[src/rtl/irq_router_pkg.sv]
package irq_router_pkg;

   typedef enum logic [1:0] {
      SEL_NONE = 2'd0,
      SEL_MASK = 2'd1,
      SEL_MREQ = 2'd2,
      SEL_RAW  = 2'd3
   } reg_sel_e;

   localparam int unsigned MAX_CPUS    = 4;
   localparam int unsigned MAP_BITS    = 12;
   localparam logic [11:0] RAW_OFFSET  = 12'h300;
   localparam logic [11:0] MREQ_DELTA  = 12'h080;
   localparam logic [11:0] LOW_BANK    = 12'h200;
   localparam logic [11:0] HIGH_BANK   = 12'h600;
   localparam logic [11:0] CPU_STRIDE  = 12'h040;

   // CPUs 0/1 live in the low bank, CPUs 2/3 in the high bank.
   function automatic logic [11:0] mask_offset(input int unsigned cpu);
      logic [11:0] off;
      off = (cpu < 2) ? LOW_BANK : HIGH_BANK;
      if ((cpu % 2) != 0) off = off + CPU_STRIDE;
      return off;
   endfunction

endpackage

[src/rtl/irq_raw_capture.sv]
module irq_raw_capture #(
   parameter int NUM_LINES   = 64,
   parameter int REG_W       = 64,
   parameter int CASCADE_BIT = 55,
   parameter int SYNC_STAGES = 1
) (
   input  logic                 clk,
   input  logic                 rst_n,
   input  logic [NUM_LINES-1:0] dev_irq,
   input  logic                 cascade_irq,
   output logic [REG_W-1:0]     raw_q
);

   if (SYNC_STAGES < 1 || SYNC_STAGES > 4) begin : g_bad_sync
      $error("SYNC_STAGES must lie in 1..4");
   end
   if (CASCADE_BIT < 0 || CASCADE_BIT >= NUM_LINES) begin : g_bad_casc
      $error("CASCADE_BIT must address an existing line");
   end

   logic [REG_W-1:0] line_lvl;

   for (genvar i = 0; i < REG_W; i++) begin : g_line
      if (i == CASCADE_BIT) begin : g_shared
         assign line_lvl[i] = dev_irq[i] | cascade_irq;
      end else if (i < NUM_LINES) begin : g_dev
         assign line_lvl[i] = dev_irq[i];
      end else begin : g_tie
         assign line_lvl[i] = 1'b0;
      end
   end

   if (SYNC_STAGES == 1) begin : g_single
      always_ff @(posedge clk) begin
         if (!rst_n) raw_q <= '0;
         else        raw_q <= line_lvl;
      end

      AST_CASCADE_SETS: assert property (@(posedge clk) disable iff (!rst_n)
         cascade_irq |=> raw_q[CASCADE_BIT]);
      AST_RAW_FALLS: assert property (@(posedge clk) disable iff (!rst_n)
         (!cascade_irq && !dev_irq[0]) |=> !raw_q[0]);
   end else begin : g_chain
      logic [SYNC_STAGES-1:0][REG_W-1:0] stage_q;
      always_ff @(posedge clk) begin
         if (!rst_n) begin
            stage_q <= '0;
         end else begin
            stage_q[0] <= line_lvl;
            for (int s = 1; s < SYNC_STAGES; s++) stage_q[s] <= stage_q[s-1];
         end
      end
      assign raw_q = stage_q[SYNC_STAGES-1];
   end

endmodule

[src/rtl/irq_mask_bank.sv]
module irq_mask_bank #(
   parameter int NUM_CPUS = 4,
   parameter int REG_W    = 64
) (
   input  logic                               clk,
   input  logic                               rst_n,
   input  logic [NUM_CPUS-1:0]                wr_en,
   input  logic [REG_W-1:0]                   wr_val,
   input  logic [REG_W-1:0]                   raw_q,
   output logic [NUM_CPUS-1:0][REG_W-1:0]     mask_q,
   output logic [NUM_CPUS-1:0]                cpu_irq
);

   for (genvar c = 0; c < NUM_CPUS; c++) begin : g_cpu
      always_ff @(posedge clk) begin
         if (!rst_n)        mask_q[c] <= '0;
         else if (wr_en[c]) mask_q[c] <= wr_val;
      end

      assign cpu_irq[c] = |(mask_q[c] & raw_q);

      AST_MASK_HOLDS: assert property (@(posedge clk) disable iff (!rst_n)
         !wr_en[c] |=> $stable(mask_q[c]));
      AST_IRQ_NEEDS_MASK: assert property (@(posedge clk) disable iff (!rst_n)
         (mask_q[c] == '0) |-> !cpu_irq[c]);
      AST_IRQ_NEEDS_RAW: assert property (@(posedge clk) disable iff (!rst_n)
         (raw_q == '0) |-> !cpu_irq[c]);
   end

endmodule

[src/rtl/irq_csr_port.sv]
module irq_csr_port
   import irq_router_pkg::*;
#(
   parameter int NUM_CPUS = 4,
   parameter int DATA_W   = 32,
   parameter int REG_W    = 64,
   parameter int ADDR_W   = 12
) (
   input  logic                           clk,
   input  logic                           rst_n,
   input  logic [ADDR_W-1:0]              bus_addr,
   input  logic                           bus_wr,
   input  logic                           bus_rd,
   input  logic [DATA_W-1:0]              bus_wdata,
   output logic [DATA_W-1:0]              bus_rdata,
   output logic                           bus_err,
   input  logic [REG_W-1:0]               raw_q,
   input  logic [NUM_CPUS-1:0][REG_W-1:0] mask_q,
   output logic [NUM_CPUS-1:0]            mask_wr_en,
   output logic [REG_W-1:0]               mask_wr_val
);

   localparam int CPU_W = (NUM_CPUS > 1) ? $clog2(NUM_CPUS) : 1;
   localparam logic [ADDR_W-1:0] HALF_BIT = ADDR_W'(4);

   if (REG_W != 2 * DATA_W) begin : g_bad_w
      $error("REG_W must be twice DATA_W");
   end
   if (ADDR_W < MAP_BITS) begin : g_bad_a
      $error("ADDR_W too narrow for the register map");
   end

   logic [ADDR_W-1:0] base_addr;
   logic              hi_half;
   reg_sel_e          hit_sel;
   logic [CPU_W-1:0]  hit_cpu;
   logic [REG_W-1:0]  read_val;
   logic [DATA_W-1:0] latch_q;
   logic [DATA_W-1:0] rdata_q;
   logic              err_q;

   assign base_addr = bus_addr & ~HALF_BIT;
   assign hi_half   = bus_addr[2];

   always_comb begin
      hit_sel = SEL_NONE;
      hit_cpu = '0;
      if (base_addr == ADDR_W'(RAW_OFFSET)) hit_sel = SEL_RAW;
      for (int c = 0; c < NUM_CPUS; c++) begin
         if (base_addr == ADDR_W'(mask_offset(c))) begin
            hit_sel = SEL_MASK;
            hit_cpu = CPU_W'(c);
         end
         if (base_addr == ADDR_W'(mask_offset(c) + MREQ_DELTA)) begin
            hit_sel = SEL_MREQ;
            hit_cpu = CPU_W'(c);
         end
      end
   end

   always_comb begin
      case (hit_sel)
         SEL_RAW:  read_val = raw_q;
         SEL_MASK: read_val = mask_q[hit_cpu];
         SEL_MREQ: read_val = mask_q[hit_cpu] & raw_q;
         default:  read_val = '1;
      endcase
   end

   for (genvar c = 0; c < NUM_CPUS; c++) begin : g_wen
      assign mask_wr_en[c] = bus_wr && hi_half && (hit_sel == SEL_MASK)
                             && (hit_cpu == CPU_W'(c));
   end
   assign mask_wr_val = {bus_wdata, latch_q};

   always_ff @(posedge clk) begin
      if (!rst_n) begin
         latch_q <= '0;
         rdata_q <= '0;
         err_q   <= 1'b0;
      end else begin
         err_q <= 1'b0;
         if (bus_wr) begin
            if (!hi_half)                 latch_q <= bus_wdata;
            else if (hit_sel == SEL_NONE) err_q   <= 1'b1;
         end else if (bus_rd) begin
            if (hi_half) begin
               rdata_q <= latch_q;
            end else if (hit_sel == SEL_NONE) begin
               rdata_q <= '1;
               err_q   <= 1'b1;
            end else begin
               rdata_q <= read_val[DATA_W-1:0];
               latch_q <= read_val[REG_W-1:DATA_W];
            end
         end
      end
   end

   assign bus_rdata = rdata_q;
   assign bus_err   = err_q;

   AST_LOW_WRITE_LATCH: assert property (@(posedge clk) disable iff (!rst_n)
      (bus_wr && !hi_half) |=> (latch_q == $past(bus_wdata)) && !bus_err);
   AST_ONE_MASK_WRITE: assert property (@(posedge clk) disable iff (!rst_n)
      $onehot0(mask_wr_en));
   AST_HIGH_READ_LATCH: assert property (@(posedge clk) disable iff (!rst_n)
      (!bus_wr && bus_rd && hi_half) |=> (bus_rdata == $past(latch_q)) && !bus_err);
   AST_UNDEF_READ_ONES: assert property (@(posedge clk) disable iff (!rst_n)
      (!bus_wr && bus_rd && !hi_half && hit_sel == SEL_NONE)
      |=> bus_err && (bus_rdata == '1) && $stable(latch_q));
   AST_ERR_PULSE: assert property (@(posedge clk) disable iff (!rst_n)
      (!bus_wr && !bus_rd) |=> !bus_err);

endmodule

[src/rtl/irq_router_top.sv]
module irq_router_top #(
   parameter int NUM_LINES   = 64,
   parameter int NUM_CPUS    = 4,
   parameter int DATA_W      = 32,
   parameter int ADDR_W      = 12,
   parameter int CASCADE_BIT = 55,
   parameter int SYNC_STAGES = 1
) (
   input  logic                 clk,
   input  logic                 rst_n,
   input  logic [NUM_LINES-1:0] dev_irq,
   input  logic                 cascade_irq,
   input  logic [ADDR_W-1:0]    bus_addr,
   input  logic                 bus_wr,
   input  logic                 bus_rd,
   input  logic [DATA_W-1:0]    bus_wdata,
   output logic [DATA_W-1:0]    bus_rdata,
   output logic                 bus_err,
   output logic [NUM_CPUS-1:0]  cpu_irq
);

   localparam int REG_W = 2 * DATA_W;

   if (NUM_CPUS < 1 || NUM_CPUS > int'(irq_router_pkg::MAX_CPUS)) begin : g_bad_cpus
      $error("NUM_CPUS must lie in 1..4");
   end
   if (NUM_LINES < 1 || NUM_LINES > REG_W) begin : g_bad_lines
      $error("NUM_LINES must fit in one register");
   end

   logic [REG_W-1:0]               raw_q;
   logic [NUM_CPUS-1:0][REG_W-1:0] mask_q;
   logic [NUM_CPUS-1:0]            mask_wr_en;
   logic [REG_W-1:0]               mask_wr_val;

   irq_raw_capture #(
      .NUM_LINES  (NUM_LINES),
      .REG_W      (REG_W),
      .CASCADE_BIT(CASCADE_BIT),
      .SYNC_STAGES(SYNC_STAGES)
   ) u_raw (
      .clk        (clk),
      .rst_n      (rst_n),
      .dev_irq    (dev_irq),
      .cascade_irq(cascade_irq),
      .raw_q      (raw_q)
   );

   irq_mask_bank #(
      .NUM_CPUS(NUM_CPUS),
      .REG_W   (REG_W)
   ) u_mask (
      .clk    (clk),
      .rst_n  (rst_n),
      .wr_en  (mask_wr_en),
      .wr_val (mask_wr_val),
      .raw_q  (raw_q),
      .mask_q (mask_q),
      .cpu_irq(cpu_irq)
   );

   irq_csr_port #(
      .NUM_CPUS(NUM_CPUS),
      .DATA_W  (DATA_W),
      .REG_W   (REG_W),
      .ADDR_W  (ADDR_W)
   ) u_csr (
      .clk        (clk),
      .rst_n      (rst_n),
      .bus_addr   (bus_addr),
      .bus_wr     (bus_wr),
      .bus_rd     (bus_rd),
      .bus_wdata  (bus_wdata),
      .bus_rdata  (bus_rdata),
      .bus_err    (bus_err),
      .raw_q      (raw_q),
      .mask_q     (mask_q),
      .mask_wr_en (mask_wr_en),
      .mask_wr_val(mask_wr_val)
   );

   AST_RESET_QUIET: assert property (@(posedge clk)
      !rst_n |=> (cpu_irq == '0) && !bus_err && (bus_rdata == '0));

endmodule

[config.mk]
export PLATFORM = sky130hd
export DESIGN_NAME = irq_router_top
export DESIGN_NICKNAME = d
export VERILOG_FILES = /design/src/rtl/irq_router_pkg.sv /design/src/rtl/irq_raw_capture.sv /design/src/rtl/irq_mask_bank.sv /design/src/rtl/irq_csr_port.sv /design/src/rtl/irq_router_top.sv
export SDC_FILE = /design/constraint.sdc
export NUM_CORES = 1
export LEC_CHECK = 0
export CAP_MARGIN = 20
export CORE_MARGIN = 4
export CORE_UTILIZATION = 50
export DETAILED_ROUTE_END_ITERATION = 7
export PLACE_DENSITY = 0.76
export SLEW_MARGIN = 40
export SYNTH_ARGS = -nofsm -noshare
export SYNTH_HDL_FRONTEND = slang
export SYNTH_SLANG_ARGS = --single-unit
export TNS_END_PERCENT = 100
[constraint.sdc]
create_clock -name clk -period 2.9 [get_ports clk]
set_clock_uncertainty 0.1 [all_clocks]
set_input_delay 0.58 -clock clk [delete_from_list [all_inputs] [get_ports clk]]
set_output_delay 0.58 -clock clk [all_outputs]
set_load 0.005 [all_outputs]
After elaboration in Yosys (flattened, before gate mapping):

Index checks and enable logic that the tools add are counted.
W data, S select, Z words.

* output and inout bits: 37
* input port bits: 113
* bits in registers: 385
* logic and storage cells: 79

* reductions and logical operators: 15
* mux-type cells: 30
* equal/unequal tests: 18
* bitwise gates (word level): 7
* $lt $le $gt $ge: 1

Operator list (count)
* $and A64 B64 Y64: 5
* $reduce_or A64 Y1: 4
* $mux W32: 7
* $pmux W64 S3: 1
* $bmux W64 S2: 1
* $mux W64: 1
* $eq A11 B9 Y1 const B: 5
* $eq A11 B10 Y1 const B: 4
* $mux W2: 13
* $eq A2 B2 Y1 const B: 4
* $mux W1: 7
* $logic_and A1 B1 Y1: 6
* $ne A2 B2 Y1 const B: 3
* $eq A2 B1 Y1 const B: 2
* $logic_not A2 Y1: 2
* $reduce_and A4 Y1: 1
* $lt A2 B3 Y1 const B: 1
* $reduce_and A2 Y1: 1
* $reduce_bool A2 Y1: 1
* $not A1 Y1: 1
* $or A1 B1 Y1: 1

Longest topological paths before layout:

* word-level depth: 16
* gate-level depth with buffers: 7
* gate-level depth less buffers: 4

Cells and area by module:

A second synthesis with hierarchy kept.

* cells, all modules: 1859
* area total of the unflattened synthesis: 18044.8 um2

By module, submodules not included
* irq_mask_bank: instances 1, area an instance 10785.3 um2, sequential area each 5124.9 um2, cells an instance 972
* irq_csr_port: instances 1, area an instance 5546.6 um2, sequential area each 1301.2 um2, cells an instance 753
* irq_raw_capture: instances 1, area an instance 1712.9 um2, sequential area each 1281.2 um2, cells an instance 134

Least setup slack after synthesis:

Ideal clock, no wire load.

* path type: input -> register
* start: in bus_addr[6]
* end: reg u_csr.rdata_q[0] (netlist: u_csr.bus_rdata[0])
* stages on the path: 6
* buffers on the path: 3
* setup time: 0.132 ns
* required time: 2.668 ns
* slack: 0.662 ns
* arrival time: 2.006 ns
* cell sequence: buf_2 buf_2 buf_2 mux4_2 o221ai_1 o21ai_0

* cells in the longest elaborated chain, start to end: 14
* elaborated cells on any way between the ends: 34
* classes of those cells: eq/ne (12); mux (20); bitwise (1); reduce/logical (1)

RTL lines
* start: declaration: line irq_router_top.sv:13 `input logic [ADDR_W-1:0] bus_addr,`
* $eq A11 B9 Y1: line irq_csr_port.sv:48 `if (base_addr == ADDR_W'(RAW_OFFSET)) hit_sel = SEL_RAW;`
* $mux W2: line irq_csr_port.sv:48
* $mux W2: line irq_csr_port.sv:50 `if (base_addr == ADDR_W'(mask_offset(c))) begin`
* $mux W2: line irq_csr_port.sv:54 `if (base_addr == ADDR_W'(mask_offset(c) + MREQ_DELTA)) begin`
* $mux W2: line irq_csr_port.sv:50
* $mux W2: line irq_csr_port.sv:54
* $mux W2: line irq_csr_port.sv:50
* $mux W2: line irq_csr_port.sv:54
* $mux W2: line irq_csr_port.sv:50
* $mux W2: line irq_csr_port.sv:54
* $eq A2 B2 Y1 or $eq A2 B1 Y1 (tied branches): line irq_csr_port.sv:62 `case (hit_sel)`
* $pmux W64 S3: line irq_csr_port.sv:62
* $mux W32 *: line irq_csr_port.sv:89 `end else if (hit_sel == SEL_NONE) begin`
* $mux W32 *: line irq_csr_port.sv:87 `if (hi_half) begin`
* end signal: assignment: line irq_csr_port.sv:88 `rdata_q <= latch_q;`
* end signal: assignment: line irq_csr_port.sv:93 `rdata_q <= read_val[DATA_W-1:0];`
* end: declaration: line irq_csr_port.sv:39 `logic [DATA_W-1:0] rdata_q;`

Mark *: on every way between the ends. The rest lies on a longest branch, timed or not. The select of a mux whose other input is x is not followed.
A chain may end at the register's enable or synchronous reset.

Worst setup path in the final report:

* start: reg u_raw.raw_q[45]
* end: out cpu_irq[1]

* cells in the longest elaborated chain, start to end: 2

RTL lines
* start: declaration: line irq_raw_capture.sv:11 `output logic [REG_W-1:0] raw_q`
* start signal: assignment: line irq_raw_capture.sv:36 `else raw_q <= line_lvl;`
* $and A64 B64 Y64: line irq_mask_bank.sv:20 `assign cpu_irq[c] = |(mask_q[c] & raw_q);`
* $reduce_or A64 Y1: line irq_mask_bank.sv:20
* end: declaration: line irq_router_top.sv:19 `output logic [NUM_CPUS-1:0] cpu_irq`

No other way between the ends.

==> results.py <==
metrics = {
    "clocking": {
        "cts_sinks": 385,
        "hold_buffers": 0,
        "h-tree-depth": 2,
        "cts_tree": "built",
        "clk_pin_slew_worst_paths_ns": 0.06,
        "clk_path_buf_depth": 3,
        "clockRootBuffer": "clkbuf_16",
        "cts_made_buffers": 42,
        "clock_latency_ns": 0.56,
    },
    "placed_design": {
        "dp_hpwl_mm": 55.9,
        "dp_cells": 2476,
        "dpl_worst_slack_ns": -0.310,
        "port-buffer-count": 149,
        "gp_congestion": 1.04,
    },
    "route": {
        "wirelength_mm": 80.1,
        "dr.pass1.iters": 8,
        "via_per_inst": 6.66,
        "drt_iter0_drc": 1999,
        "wire_per_inst_um": 31.3,
        "num_vias": 17046,
        "antenna_left": 0,
        "drc": 1,
    },
    "synth": {
        "syn-num-nets": 1949,
        "synth_area_leaders": "dfxtp_1, nand2_1, mux4_2, a21oi_2, a21oi_1",
        "yosysTopAreaCellShare_pct": 45.4,
        "yosysWarningCount": 0,
        "synth_common_cells": "nand2_1, dfxtp_1, a21oi_1",
        "yosysMostFrequentCell": "nand2_1",
        "synth.largest_area_cell": "dfxtp_1",
        "synthesis.area_um2": 17000,
        "seq_area_frac_synth_pct": 45.4,
        "syn_inst": 1836,
        "post_synth.cell_area_avg_um2": 9.25,
        "ys_seq_elements": 385,
        "async_reset_ff_share_pct": 0,
        "synthDistinctLibCells": 44,
        "ys.flop_type": "dfxtp_1",
        "synth_edf_count": 0,
    },
    "global_route": {
        "groute.usage.overall_pct": 42.8,
        "globalRouteOverflowTotal": 0,
        "grt_pass1_vias": 16349,
        "grt_pass1_wl_mm": 115,
        "antenna_found_initial": 4,
        "grt_max_degree": 103,
    },
    "floorplan": {
        "coreArea_um2": 33500,
        "die_h_um": 192,
        "dieArea_um2": 37000,
        "initial_core_util_pct": 50.6,
        "die_w_um": 192,
        "boundaryPins": 150,
        "rows": 67,
    },
    "outcome": {
        "status": "finished with violations",
        "failed_checks": "design-rule violations, negative setup slack",
    },
    "timing": {
        "maxSlewHeadroom_pct": 51.7,
        "finalWorstSetupSlack_ns": -0.204,
        "min_period_over_period_pct": 107,
        "tightest_slew_ns": 0.723,
        "fmax_ghz": 0.322,
        "rsz0062_at_grt": "true",
        "setup_viol": 4,
        "slew_viol_final": 0,
        "layout_min_cycle_time_ns": 3.10,
        "hold_viol": 0,
    },
    "cells_and_area": {
        "layout-drive-gt1-share_pct": 25.8,
        "finalNetCount": 2192,
        "fin_cells": 2560,
        "fin_util_pct": 65.6,
        "syn2layout_area_growth_pct": 29.6,
    },
    "pwr": {
        "internal_power_w": 0.00891,
        "peakVddDrop_mv": 0.471,
        "power_switching_share_pct": 24.7,
        "p_comb_share_pct": 7.7,
        "clockPowerShare_pct": 45.1,
        "p_sw_w": 0.00292,
        "power_density_nw_per_um2": 537,
        "leakage_nw": 7.65,
        "p_seq_share_pct": 47.1,
    },
    "hold_path": {
        "min_path_cells": 2,
        "min_path_type": "reg -> reg",
    },
    "setup_path": {
        "crit_chain": "a22o_1 > a221oi_2 > nand4_1 > or4_4 > buf_6",
        "worst-path-stages": 5,
        "path_class": "reg -> out",
        "critPathCaptureType": "output port",
        "slowest_delay_ns": 0.59,
        "cp_max_fo": 5,
        "start_kind": "flip-flop",
        "worstPathRequired_ns": 2.22,
        "cpMaxStageDelayCell": "or4_4",
        "cp_top_family": "simple AND/OR/NAND/NOR gates",
        "cp_num_buf_inv": 1,
        "r2r.worst_path.cells": 4,
        "critPathArrivalTime_ns": 2.42,
    },
    "job": {
        "max_cap_violations": 0,
    },
}
## per-layer routing
metal	vias to the layer above	GRT usage, %	share of wire [%]
met4	6	22.2	6.4
met3	275	11.2	13
li1	7169	-	-
met1	8294	56.8	38
met5	-	0	0.047
met2	1302	64.5	44
## path summary, 6_finish.rpt
| path | start | slack, ns | endpoint |
|---|---|---|---|
| min | u_mask.mask_q[144] | 0.37 | u_mask.mask_q[144] |
| min reg2reg | u_mask.mask_q[144] | 0.37 | u_mask.mask_q[144] |
| max reg2reg | u_mask.mask_q[75] | 0.94 | u_csr.bus_rdata[11] |
| max | u_raw.raw_q[45] | -0.20 | cpu_irq[1] |
## final cells by class
cell class / instances / area (um2)
Tap cell: 448 / 561
Multi-Input combinational cell: 1305 / 8980
Antenna cell: 2 / 5.00
Fill cell: 2725 / 11500
Sequential cell: 385 / 7780
Clock buffer: 61 / 1210
Inverter: 4 / 22.5
Timing Repair Buffer: 341 / 3310
Clock inverter: 14 / 144
## sequential cells by signal, indices dropped and copies added (netlist names)
signal	count
u_raw.raw_q	64
u_csr.bus_rdata	32
u_mask.mask_q	256
u_csr.bus_err	1
u_csr.latch_q	32
## cells in the final DEF, fill, tap and decap left out, drive strengths merged, types with 10 or more instances in the layout
master | netlist | final
o221ai | 64 | 64
nand4 | 20 | 20
buf | 37 | 199
a221oi | 64 | 64
mux4 | 64 | 64
clkinv | 0 | 10
nand2b | 33 | 33
clkdlybuf4s50 | 0 | 142
a21oi | 290 | 290
o21ai | 31 | 31
clkbuf | 105 | 61
a22o | 64 | 64
and3 | 32 | 32
and2 | 63 | 63
nand2 | 513 | 513
o2bb2ai | 31 | 31
dfxtp | 385 | 385
## power groups by stage
stage	Clock, W	Sequential [W]	Combinational [W]
after global routing	0.00555	0.00558	0.000945
after detailed placement	0	0.00568	0.000862
after CTS	0.00534	0.00556	0.000888
after global placement	0	0.00568	0.000859
after floorplan	0	0.00560	0.000322
final	0.00534	0.00558	0.000913
## logic make-up after synthesis
family	synth area share (%)
AO/OA/AOI/OAI	24.0
flip-flops	45.4
buffers and inverters	3.93
multiplexers	8.49
AND/OR/NAND/NOR	18.2
## per-stage QoR
stage | total power, W | instance area (um2) | hold slack, ns | setup TNS, ns
2_1_floorplan | 0.00592 | 17000 | 0.341 | 0
3_3_place_gp | 0.00654 | 20200 | 0.355 | -0.837
3_5_place_dp | 0.00654 | 20200 | 0.365 | -0.899
4_1_cts | 0.0118 | 22000 | 0.370 | -0.574
5_1_grt | 0.0121 | 22000 | 0.397 | -0.792
6_report | 0.0118 | 22000 | 0.372 | -0.683
## timing repair
item | in CTS | in global routing
setup buffers | 7 | 0
pin swaps | 21 | 4
endpoints found under the hold margin | 0 | 0
endpoints found under the setup margin | 4 | 4
resized for setup | 109 | 10
## worst reg2reg max path, cell delays in order, from the launching register on
cell	delay [ns]
dfxtp_1	0.39
buf_4	0.22
mux4_2	0.56
o221ai_1	0.43
o21ai_1	0.13
Note: power is estimated with default switching activity, not from simulation.
